**src/rtl/pacer_pair.sv**
```systemverilog
module pacer_pair #(
  parameter int NCH = 3,
  parameter int CW  = 16
) (
  input  logic                    clk,
  input  logic                    rst_n,
  input  logic                    tick,
  input  logic                    nxt_wr,
  input  logic                    nxt_sel,
  input  logic [CW:0]             nxt_val,
  input  logic                    div_update,
  output logic                    div_bad,
  input  logic                    start_req,
  input  logic [$clog2(NCH)-1:0]  start_first,
  input  logic [$clog2(NCH)-1:0]  start_second,
  input  logic                    stop_req,
  input  logic                    gp_req,
  input  logic [1:0]              gp_op,
  input  logic [$clog2(NCH)-1:0]  gp_chan,
  input  logic                    gp_mode,
  input  logic [CW-1:0]           gp_wdata,
  output logic                    gp_ack,
  output logic                    gp_err,
  output logic [CW-1:0]           gp_rdata,
  output logic [NCH-1:0]          busy,
  output logic [NCH-1:0]          ch_out,
  output logic                    pacer_strobe,
  output logic                    pacer_on
);
  localparam int SW = $clog2(NCH);
  localparam logic [CW-1:0] ONE = CW'(1);
  localparam logic [CW:0]   TWO = (CW+1)'(2);

  logic [NCH-1:0] mode_q, arm_q, out_q, ce, tc;
  logic [CW-1:0]  cnt_q [NCH];
  logic [CW-1:0]  rld_q [NCH];
  logic [CW:0]    pend1_q, pend2_q;
  logic [CW-1:0]  act1_q, act2_q, fdiv_q;
  logic           on_q, ldf_q;
  logic [SW-1:0]  fch_q, sch_q;
  logic           tc1, start_ok, stop_ok, gp_busy, gp_bad;

  assign tc1 = on_q && arm_q[fch_q] && tick && (cnt_q[fch_q] == ONE);

  for (genvar i = 0; i < NCH; i++) begin : g_ch
    assign ce[i]   = (on_q && sch_q == SW'(i)) ? tc1 : tick;
    assign tc[i]   = arm_q[i] && ce[i] && (cnt_q[i] == ONE);
    assign busy[i] = on_q && (fch_q == SW'(i) || sch_q == SW'(i));
  end

  assign start_ok = start_req && !on_q && (start_first != start_second) &&
                    (int'(start_first) < NCH) && (int'(start_second) < NCH);
  assign stop_ok  = stop_req && on_q;
  assign gp_busy  = (on_q && (gp_chan == fch_q || gp_chan == sch_q)) ||
                    (start_ok && (gp_chan == start_first || gp_chan == start_second));
  assign gp_bad   = (gp_op == 2'd3) || (int'(gp_chan) >= NCH) || gp_busy;

  assign ch_out   = out_q;
  assign pacer_on = on_q;

  always_ff @(posedge clk or negedge rst_n) begin
    if (!rst_n) begin
      mode_q <= '0; arm_q <= '0; out_q <= '0;
      for (int i = 0; i < NCH; i++) begin
        cnt_q[i] <= '0;
        rld_q[i] <= '0;
      end
      pend1_q <= '0; pend2_q <= '0;
      act1_q <= '0; act2_q <= '0; fdiv_q <= '0;
      on_q <= 1'b0; ldf_q <= 1'b0; fch_q <= '0; sch_q <= '0;
      div_bad <= 1'b0; gp_ack <= 1'b0; gp_err <= 1'b0; gp_rdata <= '0;
      pacer_strobe <= 1'b0;
    end else begin
      for (int i = 0; i < NCH; i++) begin
        if (arm_q[i] && ce[i])
          cnt_q[i] <= (mode_q[i] && tc[i]) ? rld_q[i] : cnt_q[i] - ONE;
        out_q[i] <= mode_q[i] ? tc[i] : (out_q[i] | tc[i]);
      end
      pacer_strobe <= on_q && tc[sch_q];

      gp_ack <= gp_req;
      gp_err <= gp_req && gp_bad;
      if (gp_req && !gp_bad) begin
        case (gp_op)
          2'd0: gp_rdata <= cnt_q[gp_chan];
          2'd1: begin
            cnt_q[gp_chan] <= gp_wdata;
            rld_q[gp_chan] <= gp_wdata;
            arm_q[gp_chan] <= 1'b1;
            out_q[gp_chan] <= 1'b0;
          end
          2'd2: begin
            mode_q[gp_chan] <= gp_mode;
            arm_q[gp_chan]  <= 1'b0;
            out_q[gp_chan]  <= 1'b0;
          end
          default: ;
        endcase
      end

      if (start_ok) begin
        on_q <= 1'b1; ldf_q <= 1'b1;
        fch_q <= start_first; sch_q <= start_second;
        fdiv_q <= act1_q;
        mode_q[start_first] <= 1'b1; mode_q[start_second] <= 1'b1;
        out_q[start_first]  <= 1'b0; out_q[start_second]  <= 1'b0;
        arm_q[start_first]  <= 1'b0; arm_q[start_second]  <= 1'b1;
        cnt_q[start_second] <= act2_q; rld_q[start_second] <= act2_q;
      end else if (ldf_q) begin
        ldf_q <= 1'b0;
        arm_q[fch_q] <= 1'b1;
        cnt_q[fch_q] <= fdiv_q; rld_q[fch_q] <= fdiv_q;
      end
      if (stop_ok) begin
        on_q <= 1'b0; ldf_q <= 1'b0;
        mode_q[fch_q] <= 1'b0; mode_q[sch_q] <= 1'b0;
        arm_q[fch_q]  <= 1'b0; arm_q[sch_q]  <= 1'b0;
        out_q[fch_q]  <= 1'b0; out_q[sch_q]  <= 1'b0;
      end

      if (div_update) begin
        act1_q  <= pend1_q[CW-1:0];
        act2_q  <= pend2_q[CW-1:0];
        div_bad <= (pend1_q < TWO) || (pend2_q < TWO);
      end
      if (nxt_wr) begin
        if (nxt_sel) pend2_q <= nxt_val;
        else         pend1_q <= nxt_val;
      end
    end
  end

  a_r2_strobe_while_on: assert property (@(posedge clk) disable iff (!rst_n)
    pacer_strobe |-> $past(on_q));
  a_r3_second_loaded_first: assert property (@(posedge clk) disable iff (!rst_n)
    start_ok |=> (arm_q[sch_q] && !arm_q[fch_q] && ldf_q));
  a_r3_first_next_edge: assert property (@(posedge clk) disable iff (!rst_n)
    (ldf_q && !stop_req) |=> arm_q[fch_q]);
  a_r4_same_channel_ignored: assert property (@(posedge clk) disable iff (!rst_n)
    (start_req && !on_q && start_first == start_second) |=> !on_q);
  a_r4_stop_releases: assert property (@(posedge clk) disable iff (!rst_n)
    (stop_req && on_q) |=> (!on_q && busy == '0));
  a_r7_busy_refused: assert property (@(posedge clk) disable iff (!rst_n)
    (gp_req && on_q && (gp_chan == fch_q || gp_chan == sch_q)) |=> (gp_ack && gp_err));
endmodule

```
**config.mk**
```make
export PLATFORM = sky130hd
export DESIGN_NAME = pacer_pair
export DESIGN_NICKNAME = d
export VERILOG_FILES = /design/src/rtl/pacer_pair.sv
export SDC_FILE = /design/constraint.sdc
export NUM_CORES = 1
export LEC_CHECK = 0
export ABC_AREA = 1
export BUFFER_PORTS_ARGS = -buffer_cell sky130_fd_sc_hd__buf_2
export CAP_MARGIN = 20
export CELL_PAD_IN_SITES_DETAIL_PLACEMENT = 2
export CELL_PAD_IN_SITES_GLOBAL_PLACEMENT = 2
export CORE_AREA = 2 2 183 185
export CTS_BUF_LIST = sky130_fd_sc_hd__clkbuf_4 sky130_fd_sc_hd__clkbuf_8
export DETAILED_ROUTE_END_ITERATION = 7
export DIE_AREA = 0 0 185 187
export PLACE_DENSITY_LB_ADDON = 0.25
export SYNTH_ARGS = -nofsm -noshare
export SYNTH_HDL_FRONTEND = slang
export SYNTH_SLANG_ARGS = --single-unit
```
**constraint.sdc**
```tcl
create_clock -name clk -period 2.2 [get_ports clk]
set_input_delay 0.33 -clock clk [delete_from_list [all_inputs] [get_ports clk]]
set_output_delay 0.33 -clock clk [all_outputs]
set_load 0.02 [all_outputs]
```
==> results of run 1 <==
per-stage QoR:
step,area [um2],util
2_1_floorplan,11900,-
3_3_place_gp,14100,0.430
3_5_place_dp,14100,0.430
4_1_cts,16800,0.511
kinds of logic after synthesis:
| group | count (synthesis) | share of synthesized area |
|---|---|---|
| muxes | 9 | 0.00849 |
| buffers and inverters | 292 | 0.0980 |
| xor gates and xnor gates | 24 | 0.0176 |
| adders and majority gates | 10 | 0.0105 |
| AOI/OAI and AO/OA | 319 | 0.148 |
| DFF | 213 | 0.446 |
| and+or+nand+nor | 762 | 0.271 |
synthesized netlist by cell type (all sizes together):
master / n / area share
buf: 35 / 0.017
a21oi: 44 / 0.019
o22ai: 57 / 0.030
a32oi: 2 / 0.0015
o21ai: 186 / 0.078
inv: 229 / 0.072
dfrtp: 213 / 0.45
nand3b: 10 / 0.0063
or2: 3 / 0.0016
a22oi: 4 / 0.0025
nor4: 12 / 0.0063
a211oi: 3 / 0.0023
nor2: 183 / 0.062
o21a: 2 / 0.0013
nand2: 442 / 0.14
clkbuf: 26 / 0.0082
nor3: 12 / 0.0054
mux2: 9 / 0.0085
nor3b: 2 / 0.0021
xnor2: 4 / 0.0029
o221ai: 5 / 0.0037
o211ai: 10 / 0.0063
a21boi: 1 / 0.00094
xor2: 20 / 0.015
clkinv: 2 / 0.00063
o31ai: 3 / 0.0019
nand4: 14 / 0.0096
ha: 10 / 0.010
nand3: 84 / 0.036
a31oi: 2 / 0.0010
what timing repair did:
| action | CTS |
|---|---|
| setup endpoints to repair | 115 |
| setup buffers | 39 |
| pin swaps | 71 |
| resized for setup | 329 |
| endpoints found under the hold margin | 79 |
| hold buffers | 17 |
| cloned | 10 |
==> results.toml, run 1 <==
[die]
initial_utilization = 0.363
die_y_um = 187
io_pins = 78
die_x_um = 185
core.rowCount = 67

[sta]
crit_endpoint = "cnt_q[38]$_DFF_PN0_/D"
endpoint_type = "register data pin"

[global_route]
grt_max_degree = 62
antenna_found_initial = 12

[placement]
dp.cells = 2268
port_buffers = 77
hpwl_um = 41700
place.gp.congestion = 0.939
dpl_worst_slack_ns = -0.314

[clock_network]
cts.sinks = 213
root_buffer = "clkbuf_8"
clockBufferDepth = 3
numCtsBuffers = 42
h-tree-depth = 2

[logic_synthesis]
syn-cell-area_mm2 = 0.0119
syn_nets = 1690
synthesis.area_per_instance_um2 = 7.33
ys_types = 46
syn_inst = 1629
yosys_warnings = 0
yosysSeqAreaShare = 0.446
ys_seq_elements = 213

[outcome]
error = "[ERROR DPL-0033] detailed placement checks failed during check placement."
outcome = "aborted with a tool error"
lastStage = "global routing"
==> run 2, diff against run 1 <==
==> config.mk (replaced) <==
export PLATFORM = sky130hd
export DESIGN_NAME = pacer_pair
export DESIGN_NICKNAME = d
export VERILOG_FILES = /design/src/rtl/pacer_pair.sv
export SDC_FILE = /design/constraint.sdc
export NUM_CORES = 1
export LEC_CHECK = 0
export ABC_AREA = 1
export BUFFER_PORTS_ARGS = -buffer_cell sky130_fd_sc_hd__buf_2
export CAP_MARGIN = 20
export CORE_AREA = 2 2 176 178
export DETAILED_ROUTE_END_ITERATION = 7
export DIE_AREA = 0 0 178 180
export PLACE_DENSITY_LB_ADDON = 0.15
export SYNTH_ARGS = -nofsm -noshare
export SYNTH_HDL_FRONTEND = slang
export SYNTH_SLANG_ARGS = --single-unit
==> results.toml, run 2 <==
[layout]
syn_to_final_growth_pct = 35.1
fin_util = 0.534
seqCellArea_mm2 = 0.00533
final_cell_mix = "nand2_1 (420), inv_1 (216), dfrtp_1 (211)"
reg_top3 = "cnt_q: 48 flops, rld_q: 48 flops"
fill_cells = 2920
layout_commonest_cell = "nand2_1"
diodes = 0
multi_input_area_mm2 = 0.00613
drive_gt1_frac = 0.267
nets = 1938
final_area_mm2 = 0.0161

[global_route]
grt_max_degree = 60
antenna_found_initial = 0
grt.overflow.total = 0
grt_pass1_vias = 11200
grt_first_pass_wirelength_um = 64100
grt_usage = 0.259

[logic_synthesis]
synth_top_cell_by_area = "dfrtp_1"
synth_area_leaders = "dfrtp_1 (45%), nand2_1 (14%), inv_1 (6.9%), o21ai_0 (6.7%), nor2_1 (5.4%)"
syn-cell-area_mm2 = 0.0119
syn_inst = 1629
yosys_warnings = 0
yosysSeqAreaShare = 0.446
yosysMostFrequentCell = "nand2_1"
syn_nets = 1690
yosys_most_used_dff = "dfrtp_1"
synth_top_family_by_area = "simple AND/OR/NAND/NOR gates"
synth-simple-area-share = 0.271
synth_edf_count = 0
synth-compound-area-share = 0.148
synthArstFlopShare = 1.00
synth_top_area_frac = 0.446
muxShareOfSynthArea = 0.00849
synthesis.area_per_instance_um2 = 7.33
synth_adder_area_share = 0.0105
ys_seq_elements = 213
ys_types = 46
synth_xor_area_frac = 0.0176
synth_common_cells = "nand2_1 (433), inv_1 (221), dfrtp_1 (213), nor2_1 (172), o21ai_0 (161)"

[setup_path]
critPathKind = "register to register"
end_kind = "register"
cp.arrival_ns = 2.71
critPathMaxFanout = 12
cp-start-kind = "register"
critPathRequiredTime_ns = 2.63

[sta]
min_period_over_period = 1.04
layout_min_cycle_time_ns = 2.28
slew_viol_final = 0
finalClockSkew_ns = 0.0125
setup_viol_count_final = 24
maxSlewHeadroom = 0.567
tightest_slew_ns = 0.650
holdWs_ns = 0.0523
grt_setup_unrepaired = "yes"
timing.final.ws_setup_ns = -0.0848
fmax_ghz = 0.438
hold_violations = 0

[placement]
hpwl_um = 31800
place.gp.congestion = 0.977
port_buffers = 77
dpl-instance-area_mm2 = 0.0140

[power_and_ir_drop]
p_per_area_mw_per_mm2 = 1110
leakage_nw = 8.05
peakVddDrop_mv = 0.648

[route]
via_per_inst = 5.16
routed_wl_um = 42900
drc_errors = 0
vias = 11800
first_pass_iters = 7
wl_per_cell_um = 18.7
drt-initial-drc-count = 946
ant_nets = 0

[clock_network]
root_buffer = "clkbuf_16"
clock_latency_ns = 0.54
path_clk_slew_ns = 0.06
h-tree-depth = 1
numCtsBuffers = 25
cts_tree = "done"
cts.sinks = 213
clockBufferDepth = 3

[outcome]
outcome = "finished with violations"
violations = "setup timing"

[die]
die_y_um = 180
io_pins = 78
core_mm2 = 0.0302
initial_utilization = 0.396
core.rowCount = 64
die_x_um = 178
dieArea_mm2 = 0.0320

[hold_path]
hp-class = "input pin to register"

[job]
max_cap_violations = 0
-- run 2: cell counts after synthesis --
Identical to the previous run, type by type.
-- run 2: final timing paths --
| path | start | endpoint | slack, ns | cells past startpoint |
|---|---|---|---|---|
| worst max-delay path | cnt_q[40]$_DFF_PN0_ | cnt_q[9]$_DFF_PN0_ | -0.08 | 15 |
| worst min-delay path | nxt_val[6] | pend1_q[6]$_DFFE_PN0P_ | 0.05 | 3 |
| worst max register to register | cnt_q[40]$_DFF_PN0_ | cnt_q[9]$_DFF_PN0_ | -0.08 | 15 |
| worst min register to register | pend1_q[0]$_DFFE_PN0P_ | act1_q[0]$_DFFE_PN0P_ | 0.49 | 2 |
| max in group asynchronous | rst_n | cnt_q[34]$_DFF_PN0_ | 1.12 | 3 |
| min in group asynchronous | rst_n | ch_out[0]$_DFF_PN0_ | 0.30 | 2 |
-- run 2: logic make-up after synthesis --
group / after synthesis
flops: 213
compound gates: 319
xor+xnor: 24
fa+ha+maj: 10
simple gates: 762
mux: 9
buf+inv: 292
-- run 2: cell type report --
cell class	count	share of cell area
clock buffer	31	0.0427
sequential	213	0.331
timing repair buffer	282	0.149
inverter	231	0.0545
clock inverter	15	0.0124
tap	396	0.0307
multi-input combinational	1124	0.380
-- run 2: stage by stage --
step / instances / total power, W / TNS [ns] / worst slack (ns)
floorplan: 1629 / 0.00968 / 0 / 0.0435
global placement: 2219 / 0.0127 / -4.70 / -0.149
detailed placement: 2219 / 0.0128 / -3.70 / -0.113
CTS: 2270 / 0.0174 / -0.0277 / -0.0122
global route: 2292 / 0.0190 / -10.40 / -0.192
finish: 2292 / 0.0178 / -0.512 / -0.0848
-- run 2: where the power goes --
part / switching, W / leakage, nW / total (W) / internal (W)
logic: 0.00442 / 4.91 / 0.00753 / 0.00311
registers: 0.000774 / 2.71 / 0.00583 / 0.00506
clock network: 0.00177 / 0.430 / 0.00447 / 0.00271
-- run 2: critical path: stages, from the launching register on --
cell,delay [ns]
dfrtp_1,0.38
nor2_2,0.16
nand2_1,0.12
o21ai_1,0.17
nand2_1,0.12
nor2_2,0.18
nand3_4,0.15
nand2_2,0.12
nand4_4,0.14
buf_6,0.19
o21ai_0,0.11
nand2_1,0.09
nand2_1,0.06
nand2_1,0.05
nand2_1,0.06
nand2_1,0.05
-- run 2: timing repair --
action,in CTS,in global routing
gates resized for setup,19,249
pin swaps,1,37
endpoints found under the hold margin,57,0
setup endpoints to repair,69,113
setup buffers,2,12
cloned,0,10
hold buffers,3,0
-- run 2: layer usage --
layer / part of all wire / wire length (um) / track usage
met5: 0 / 0 / 0
met1: 0.45 / 19100 / 0.364
met3: 0.052 / 2230 / 0.0226
met4: 0.051 / 2170 / 0.113
met2: 0.45 / 19400 / 0.409
(Power assumes the default switching activity.)
